**config.mk**
```make
export PLATFORM = sky130hd
export DESIGN_NAME = refclk_gpo_mux
export DESIGN_NICKNAME = d
export VERILOG_FILES = /design/src/rtl/refclk_gpo_pkg.sv /design/src/rtl/refclk_div.sv /design/src/rtl/refclk_gate.sv /design/src/rtl/gpo_select.sv /design/src/rtl/refclk_gpo_mux.sv
export SDC_FILE = /design/constraint.sdc
export NUM_CORES = 1
export LEC_CHECK = 0
export BUFFER_PORTS_ARGS = -buffer_cell sky130_fd_sc_hd__buf_2
export CORE_AREA = 2 2 39 41
export CTS_CLUSTER_SIZE = 14
export DETAILED_ROUTE_END_ITERATION = 8
export DIE_AREA = 0 0 41 43
export GPL_ROUTABILITY_DRIVEN = 0
export PLACE_DENSITY = 0.75
export SYNTH_ARGS = -nofsm -noshare
export SYNTH_HDL_FRONTEND = slang
export SYNTH_SLANG_ARGS = --single-unit
```
**constraint.sdc**
```tcl
create_clock -name clk_i -period 4.2 [get_ports clk_i]
set_input_delay 0.84 -clock clk_i [delete_from_list [all_inputs] [get_ports clk_i]]
set_output_delay 0.84 -clock clk_i [all_outputs]
set_load 0.01 [all_outputs]
```
**src/rtl/refclk_gpo_pkg.sv**
```systemverilog
`timescale 1ns/1ps
package refclk_gpo_pkg;
  typedef enum logic [2:0] {
    SEL_CLK_OR_SDO = 3'd0,
    SEL_SDO        = 3'd1,
    SEL_CLK        = 3'd2,
    SEL_RSV_A      = 3'd3,
    SEL_RSV_B      = 3'd4,
    SEL_OSC_OFF    = 3'd5,
    SEL_TX_RDY     = 3'd6,
    SEL_DATA       = 3'd7
  } gpo_sel_e;
endpackage

```
**src/rtl/refclk_div.sv**
```systemverilog
`timescale 1ns/1ps
// Posedge divider; ratio/run changes are applied only at the end of a low phase.
module refclk_div #(
  parameter int CODE_W  = 3,
  parameter int MAX_LOG = 4,
  localparam int LOG_W  = $clog2(MAX_LOG + 1),
  localparam int CNT_W  = (MAX_LOG > 1) ? MAX_LOG - 1 : 1
) (
  input  logic              clk_i,
  input  logic              rst_ni,
  input  logic [CODE_W-1:0] div_code_i,
  input  logic              run_req_i,
  output logic [LOG_W-1:0]  log_o,
  output logic              run_o,
  output logic              div_clk_o
);
  logic [LOG_W-1:0] k_q, k_req;
  logic             run_q, div_q;
  logic [CNT_W-1:0] hcnt_q, half_m1;

  always_comb begin
    if (int'(div_code_i) >= MAX_LOG) k_req = LOG_W'(MAX_LOG);
    else                             k_req = LOG_W'(div_code_i);
  end

  always_comb begin
    half_m1 = '0;
    if (k_q != '0) half_m1 = CNT_W'((1 << (k_q - LOG_W'(1))) - 1);
  end

  always_ff @(posedge clk_i or negedge rst_ni) begin
    if (!rst_ni) begin
      k_q    <= '0;
      run_q  <= 1'b0;
      div_q  <= 1'b0;
      hcnt_q <= '0;
    end else if (!run_q) begin
      k_q    <= k_req;
      run_q  <= run_req_i;
      div_q  <= 1'b0;
      hcnt_q <= '0;
    end else if (k_q == '0) begin
      // pass-through mode: gating is retimed on the falling edge
      if (k_req != '0 || !run_req_i) begin
        k_q   <= k_req;
        run_q <= run_req_i;
      end
      div_q  <= 1'b0;
      hcnt_q <= '0;
    end else if (hcnt_q == half_m1) begin
      hcnt_q <= '0;
      if (div_q) begin
        div_q <= 1'b0;
      end else begin
        if (k_req != k_q || !run_req_i) begin
          k_q   <= k_req;
          run_q <= run_req_i;
        end
        div_q <= run_req_i && (k_req != '0);
      end
    end else begin
      hcnt_q <= hcnt_q + CNT_W'(1);
    end
  end

  assign log_o     = k_q;
  assign run_o     = run_q;
  assign div_clk_o = div_q;
endmodule

```
**src/rtl/refclk_gate.sv**
```systemverilog
`timescale 1ns/1ps
// Selects raw reference (ratio 1) or divided clock; select retimed on falling edge.
module refclk_gate #(
  parameter int LOG_W = 3
) (
  input  logic             clk_i,
  input  logic             rst_ni,
  input  logic             run_i,
  input  logic [LOG_W-1:0] log_i,
  input  logic             div_clk_i,
  output logic             clk_o
);
  logic pass_q;

  always_ff @(negedge clk_i or negedge rst_ni) begin
    if (!rst_ni) pass_q <= 1'b0;
    else         pass_q <= run_i && (log_i == '0);
  end

  assign clk_o = pass_q ? clk_i : div_clk_i;
endmodule

```
**src/rtl/gpo_select.sv**
```systemverilog
`timescale 1ns/1ps
module gpo_select
  import refclk_gpo_pkg::*;
(
  input  logic [2:0] sel_i,
  input  logic       cs_ni,
  input  logic       clk_src_i,
  input  logic       sdo_i,
  input  logic       osc_off_i,
  input  logic       tx_ready_i,
  input  logic       data_bit_i,
  output logic       pin_o
);
  gpo_sel_e sel;
  assign sel = gpo_sel_e'(sel_i);

  always_comb begin
    unique case (sel)
      SEL_CLK_OR_SDO: pin_o = cs_ni ? clk_src_i : sdo_i;
      SEL_SDO:        pin_o = sdo_i;
      SEL_CLK:        pin_o = clk_src_i;
      SEL_OSC_OFF:    pin_o = osc_off_i;
      SEL_TX_RDY:     pin_o = tx_ready_i;
      SEL_DATA:       pin_o = data_bit_i;
      default:        pin_o = 1'b0;
    endcase
  end
endmodule

```
**src/rtl/refclk_gpo_mux.sv**
```systemverilog
`timescale 1ns/1ps
module refclk_gpo_mux #(
  parameter int CODE_W  = 3,
  parameter int MAX_LOG = 4,
  localparam int LOG_W  = $clog2(MAX_LOG + 1)
) (
  input  logic              clk_i,
  input  logic              rst_ni,
  input  logic [CODE_W-1:0] div_code_i,
  input  logic              clkout_en_i,
  input  logic              keep_in_sd_i,
  input  logic              shutdown_i,
  input  logic              cs_ni,
  input  logic              sdo_i,
  input  logic              osc_off_i,
  input  logic              tx_ready_i,
  input  logic              data_bit_i,
  input  logic [2:0]        gpo_sel_i,
  output logic              gpo_o
);
  logic             run_req, run_act, div_clk, clk_out;
  logic [LOG_W-1:0] act_log;

  assign run_req = clkout_en_i && (!shutdown_i || keep_in_sd_i);

  refclk_div #(.CODE_W(CODE_W), .MAX_LOG(MAX_LOG)) u_div (
    .clk_i      (clk_i),
    .rst_ni     (rst_ni),
    .div_code_i (div_code_i),
    .run_req_i  (run_req),
    .log_o      (act_log),
    .run_o      (run_act),
    .div_clk_o  (div_clk)
  );

  refclk_gate #(.LOG_W(LOG_W)) u_gate (
    .clk_i     (clk_i),
    .rst_ni    (rst_ni),
    .run_i     (run_act),
    .log_i     (act_log),
    .div_clk_i (div_clk),
    .clk_o     (clk_out)
  );

  gpo_select u_sel (
    .sel_i      (gpo_sel_i),
    .cs_ni      (cs_ni),
    .clk_src_i  (clk_out),
    .sdo_i      (sdo_i),
    .osc_off_i  (osc_off_i),
    .tx_ready_i (tx_ready_i),
    .data_bit_i (data_bit_i),
    .pin_o      (gpo_o)
  );
endmodule

```
* After elaboration in Yosys (flattened, before gate mapping)
Cells that the tools add are included.
Word-level totals: output and inout bits 1, bits in registers 9, logic and storage cells 58, input bits 16
Operators by class: muxes and demuxes 24, reductions and logical operators 13, shift operators 1, $lt $le $gt $ge 1, add/subtract/negate cells 3, equal/unequal tests 11
Operator list (number):
- 3-bit two-way mux | 11
- 1-bit two-way mux | 12
- 3-bit != test, second input constant | 4
- 3-bit equality test, second input constant | 3
- 3-bit logical NOT | 2
- 1-bit one-hot mux with 6 select lines | 1
- 3-bit nonzero test | 2
- 4-bit AND reduction | 1
- 3-bit by 1-bit adder with 3-bit output, second input constant | 1
- 3-bit by 1-bit equality test with 1-bit output, second input constant | 1
- 3-bit by 2-bit equality test with 1-bit output, second input constant | 1
- 3-bit equality test | 1
- 3-bit >= comparator, second input constant | 1
- 1-bit logical AND | 3
- 1-bit logical OR | 3
- 3-bit != test | 1
- 1-bit by 3-bit << shifter with 3-bit output, first input constant | 1
- 3-bit by 1-bit subtractor with 3-bit output, second input constant | 1
- 3-bit by 2-bit subtractor with 3-bit output, second input constant | 1
- 1-bit logical NOT | 2

* Longest topological paths before layout
Gate-level depths: netlist of the first run.
depth in word-level cells 10, depth in mapped cells 9

* By module
Synthesis of the first run repeated with hierarchy kept, for this count alone.
Second synthesis, totals: cells, all modules 73, area, all modules 763.2 µm²
By module, submodules not included:
- refclk_div | cells an instance 59, area each 636.9 µm², times used 1, sequential area each 200.2 µm²
- gpo_select | cells an instance 9, area each 60.1 µm², times used 1, sequential area each 0.0 µm²
- refclk_gate | cells an instance 3, area each 55.1 µm², times used 1, sequential area each 25.0 µm²
- refclk_gpo_mux | cells an instance 2, area each 11.3 µm², times used 1, sequential area each 0.0 µm²

==> impl_metrics.csv, run 1 <==
group,metric,value,unit
sta,relSlewSlack,0.776,
cells_and_area,fin_nets,109,
run_status,status,"finished with violations",
global_route,grt_pass1_vias,588,
floorplan,dieHeight,43,µm
yosys,synthArstFlopShare,1.00,
power_and_ir_drop,leakage,0.367,nW
setup_path,crit_family,"flip-flops",
cells_and_area,final_layout_size_suffix_gt1_frac,0.344,
route,drt-initial-drc-count,10,
sta,fin_worst_skew,18.5,ps
power_and_ir_drop,power.share.clock,0.246,
yosys,syn-instance-count,70,
yosys,yosysUniqueCellTypes,32,
yosys,syn-num-nets,88,
setup_path,cp_data_arrival_time,3480,ps
yosys,seq_area_frac_synth,0.344,
setup_path,worstPathMaxFanout,2,
power_and_ir_drop,switching_share,0.383,
setup_path,crit_path_top_delay_cell,"dfrtn_1",
floorplan,std_cell_rows,14,
route,drc,0,
sta,fin_tns_setup,-116,ps
setup_path,worstPathCellList,"nor2b_4 -> nor3_2 -> nor3_1 -> a21oi_1 -> buf_2",
power_and_ir_drop,powerDensity,646,nW/µm²
cells_and_area,syn_to_final_growth,22.0,%
sta,rsz0062_at_grt,"yes",
placed_design,io_buffers,16,
power_and_ir_drop,p_sw,0.000197,W
placed_design,hpwlAfterDp,951,µm
power_and_ir_drop,p_seq_frac,0.337,
route,wl_per_cell,12.0,µm
setup_path,max_stage_delay,430,ps
route,firstDrtPassIters,4,
setup_path,cp.required,3360,ps
yosys,avgSynthCellArea,9.35,µm²
route,via_count,566,
sta,holdWs,313,ps
run_status,violations,"negative setup slack",
hold_path,hold_path.class,"primary input to asynchronous set/reset pin",
yosys,yosysTopAreaCell,"dfrtp_1",
yosys,ys_ff_latch,9,
power_and_ir_drop,vdd_drop_max,0.000364,V
route,drtAntennaViolNets,0,
cells_and_area,fill_cells,119,
floorplan,core-area,1380,µm²
sta,tightest_slew,333,ps
setup_path,startpoint_type,"register",
floorplan,die_w,41,µm
floorplan,dieArea,1760,µm²
floorplan,start_util,0.473,
cells_and_area,diodes,0,
yosys,synthTopCellsByArea,"dfrtp_1 31%, nor3_1 6.1%, mux2_2 5.2%",
setup_path,crit_path_end_kind,"primary output",
global_route,grt_max_degree,10,
clock_tree,path_clk_slew,60,ps
power_and_ir_drop,combPwrFrac,0.418,
route,met1Wirelength,552,µm
yosys,synth_commonest_cells,"8 x dfrtp_1, 8 x nor3_1, 5 x nand2_1, 5 x nor2b_1, 4 x nor2_1",
global_route,antenna_found_initial,0,
setup_path,worstSetupPathType,"register to primary output",
job,max-cap-violations,0,
yosys,ys.flop_type,"dfrtp_1",
route,topRoutingLayerUsed,"met4",
yosys,netlist_area,654,µm²
global_route,grt-ovfl-total,0,
clock_tree,cts_tree,"done",
sta,setup-violations-final,3,
global_route,grtUsageTotal,0.201,
power_and_ir_drop,internal-power,0.000318,W
global_route,grt_pass1_wl,2240,µm
route,drt-vias-per-instance,5.34,
yosys,synth-edff-count,0,
floorplan,ioPinCount,17,
route,drt_wl_total,1280,µm
yosys,yosysWarningCount,0,
clock_tree,clock_latency,380,ps
route,met3_wirelength,42,µm
setup_path,rrSetupSlack,1160,ps
sta,setup_slack,-116,ps
yosys,yosysTopAreaCellShare,0.306,
sta,hold_violations,0,
sta,drv_slew,0,
setup_path,cp.buffers_inverters,1,
route,met2_length,641,µm
==> through the flow <==
stage               instance area [µm²]  power [W]  worst slack, ps  cells   util
floorplan                           654   0.000363              386     70      -
global placement                    731   0.000384              366     99  0.528
detailed placement                  731   0.000393              356     99  0.528
CTS                                 779   0.000504            -96.3    106  0.563
global route                        798   0.000564             -213    106  0.577
finish                              798   0.000515             -116    106  0.577
==> registers in the layout, indices dropped and copies added (netlist names) <==
signal,cells
u_div.run_o,1
u_gate.pass_q,1
u_div.div_clk_o,1
u_div.hcnt_q,3
u_div.log_o,3
==> power groups by stage <==
stage | combinational, W | sequential [W] | clock [W]
after global placement | 0.000208 | 0.000168 | 0.00000839
after CTS | 0.000215 | 0.000170 | 0.000119
final | 0.000215 | 0.000174 | 0.000127
after floorplan | 0.000215 | 0.000141 | 0.00000710
after global routing | 0.000243 | 0.000180 | 0.000141
after detailed placement | 0.000214 | 0.000171 | 0.00000839
==> layout by cell type (no fill, tap or decap), drive strengths merged, types with 3 or more instances in the layout <==
master / instances
nor3b: 3
nor2b: 5
nor2: 4
a21oi: 3
nand2: 5
mux2: 3
a21o: 3
mux2i: 3
clkbuf: 7
nor3: 9
dfrtp: 8
buf: 16
xnor2: 3
==> worst register-to-register path, cell delays in order (launching register included) <==
cell and delay, ps:
dfrtp_1 480, nor3_2 340, and2_1 180
==> cell families after synthesis <==
group | Yosys count | synth area share
AOI/OAI and AO/OA | 12 | 0.124
xor gates and xnor gates | 5 | 0.0669
adders and majority gates | 2 | 0.0382
buffers and inverters | 4 | 0.0421
DFF | 9 | 0.344
muxes | 6 | 0.0975
and+or+nand+nor | 32 | 0.287
==> layout make-up <==
cell class | instances | area [µm²] | area share
well taps | 16 | 20.0 | 0.0251
multi-input cells | 57 | 420 | 0.527
clock buffers | 8 | 53.8 | 0.0674
inverters | 1 | 3.75 | 0.00470
flip-flops and latches | 9 | 225 | 0.282
repair buffers | 15 | 75.1 | 0.0940
==> per-layer routing <==
layer / vias up / track usage
li1: 287 / -
met2: 13 / 0.263
met1: 262 / 0.225
met5: - / 0
met4: 0 / 0.167
met3: 4 / 0.115
==> final timing paths <==
| kind | from | to | cells after the start |
|---|---|---|---|
| worst max-delay path | u_gate.pass_q$_DFF_NN0_ | gpo_o | 5 |
| worst min register to register | u_div.hcnt_q[0]$_DFF_PN0_ | u_div.hcnt_q[0]$_DFF_PN0_ | 1 |
| max in group asynchronous | rst_ni | u_gate.pass_q$_DFF_NN0_ | 1 |
| worst min-delay path | rst_ni | u_div.log_o[0]$_DFFE_PN0P_ | 1 |
| min in group clk_i | u_div.hcnt_q[0]$_DFF_PN0_ | u_div.hcnt_q[0]$_DFF_PN0_ | 1 |
| worst max register to register | u_div.log_o[1]$_DFFE_PN0P_ | u_gate.pass_q$_DFF_NN0_ | 2 |
==> timing repair <==
action	4_1_cts	5_1_grt
resized for setup	0	4
hold buffers	0	0
setup endpoints to repair	3	3
cloned	0	0
setup buffers	0	0
(Power assumes the default switching activity.)
==> run 2, diff against run 1 <==
Settings changed: REMOVE_ABC_BUFFERS set to 1.
==> run 2 against run 1 <==
  * The run still ends with negative setup slack left
  * Sequential power barely moved
  * Combinational power is 6% higher
  * Clock power fell by 6%
  * Routed wire length grew 17%
  * Setup slack worse by 110 ps
  * Critical path type unchanged
==> impl_metrics.csv, run 2 (synthesized netlist as in run 1, its figures left out) <==
group,metric,value,unit
setup_path,max_stage_delay,440,ps
sta,rsz0062_at_grt,"yes",
power_and_ir_drop,leakage,0.371,nW
setup_path,crit_path_end_kind,"primary output",
power_and_ir_drop,p_sw,0.000207,W
setup_path,r2r_cells,2,
route,drt-vias-per-instance,5.78,
floorplan,std_cell_rows,14,
run_status,status,"finished with violations",
power_and_ir_drop,vdd_drop_max,0.000375,V
clock_tree,cts_tree,"done",
setup_path,worstSetupPathType,"register to primary output",
cells_and_area,mostFrequentLayoutCell,"buf_2",
cells_and_area,fin_nets,109,
floorplan,die_w,41,µm
route,drt_wl_total,1490,µm
power_and_ir_drop,p_total,0.000521,W
setup_path,worstPathCellList,"nor2b_2 -> nor3_2 -> nor3_1 -> a21oi_1 -> buf_2",
placed_design,hpwlAfterDp,924,µm
clock_tree,path_clk_slew,70,ps
setup_path,crit_path_top_delay_cell,"dfrtn_1",
setup_path,reg2reg_to,"u_gate.pass_q$_DFF_NN0_",
global_route,grt_max_degree,10,
floorplan,start_util,0.473,
global_route,grt-ovfl-total,0,
setup_path,startpoint_type,"register",
route,drtAntennaViolNets,0,
power_and_ir_drop,p_seq_frac,0.335,
power_and_ir_drop,power.share.clock,0.228,
global_route,grtUsageTotal,0.220,
sta,relSlewSlack,0.708,
power_and_ir_drop,switching_share,0.398,
sta,tightest_slew,434,ps
floorplan,dieArea,1760,µm²
run_status,violations,"negative setup slack",
setup_path,cp_data_arrival_time,3590,ps
cells_and_area,layout_common_cells,"16 x buf_2, 8 x dfrtp_1, 7 x nor3_1",
global_route,grt_pass1_vias,604,
clock_tree,clock_latency,380,ps
power_and_ir_drop,combPwrFrac,0.437,
hold_path,hold_path.class,"primary input to asynchronous set/reset pin",
sta,setup_slack,-231,ps
cells_and_area,diodes,0,
power_and_ir_drop,powerDensity,655,nW/µm²
floorplan,core-area,1380,µm²
sta,drv_slew,0,
setup_path,worstPathMaxFanout,2,
sta,hold_violations,0,
sta,setup-violations-final,3,
power_and_ir_drop,internal-power,0.000313,W
placed_design,place_ws,354,ps
floorplan,ioPinCount,17,
placed_design,placedCellCount,99,
setup_path,cp.required,3360,ps
route,drc,0,
cells_and_area,postLayoutCoreUtil,0.574,
global_route,antenna_found_initial,0,
setup_path,reg2reg_from,"u_div.log_o[1]$_DFFE_PN0P_",
setup_path,rrSetupSlack,1170,ps
job,max-cap-violations,0,
cells_and_area,final_layout_size_suffix_gt1_frac,0.356,
sta,fin_tns_setup,-231,ps
route,via_count,613,
cells_and_area,syn_to_final_growth,21.4,%
placed_design,io_buffers,16,
global_route,grt_pass1_wl,2580,µm
route,drt-initial-drc-count,15,
cells_and_area,stdcell_count,106,
route,firstDrtPassIters,4,
sta,fin_worst_skew,18.0,ps
floorplan,dieHeight,43,µm
route,wl_per_cell,14.1,µm
## run 2: critical path: cells and delay by family (launching register included)
family,cells,cell delay [ps]
AOI/OAI and AO/OA,1,90
DFF,1,440
and+or+nand+nor,3,440
buffers and inverters,1,150
## run 2: cell type report
type	count	area [µm²]
multi-input cells	57	415
clock inverters	1	5.00
well taps	16	20.0
flip-flops and latches	9	225
inverters	1	3.75
repair buffers	15	75.1
fillers	118	589
clock buffers	7	50.0
## run 2: worst max path at each step
stage	startpoint	end	slack, ps	depth (start not counted)
2_1_floorplan	u_gate.pass_q$_DFF_NN0_	gpo_o	390	4
3_3_place_gp	u_gate.pass_q$_DFF_NN0_	gpo_o	370	5
3_5_place_dp	u_gate.pass_q$_DFF_NN0_	gpo_o	350	5
4_1_cts	u_gate.pass_q$_DFF_NN0_	gpo_o	-130	5
5_1_grt	u_gate.pass_q$_DFF_NN0_	gpo_o	-320	5
6_report	u_gate.pass_q$_DFF_NN0_	gpo_o	-230	5
## run 2: per-layer routing
metal  share of wire  global-route usage
met5               0                   0
met4           0.074               0.107
met3           0.054               0.120
met2            0.49               0.319
met1            0.38               0.252
## run 2: timing repair
item                       4_1_cts  5_1_grt
pin swaps                        1        1
hold buffers                     0        0
setup endpoints to repair        3        3
gates resized for setup          1        2
setup buffers                    0        0
## run 2: stage by stage
stage               hold WS [ps]  area, µm²
detailed placement           548        731
finish                       316        795
global placement             533        731
floorplan                    498        631
CTS                          312        787
global route                 310        795
## run 2: power groups by stage
stage           clock (W)  sequential [W]  combinational (W)
3_3_place_gp   0.00000839        0.000168           0.000208
4_1_cts          0.000119        0.000173           0.000224
6_report         0.000119        0.000174           0.000228
3_5_place_dp   0.00000839        0.000171           0.000213
5_1_grt          0.000133        0.000181           0.000253
2_1_floorplan  0.00000710        0.000160           0.000178
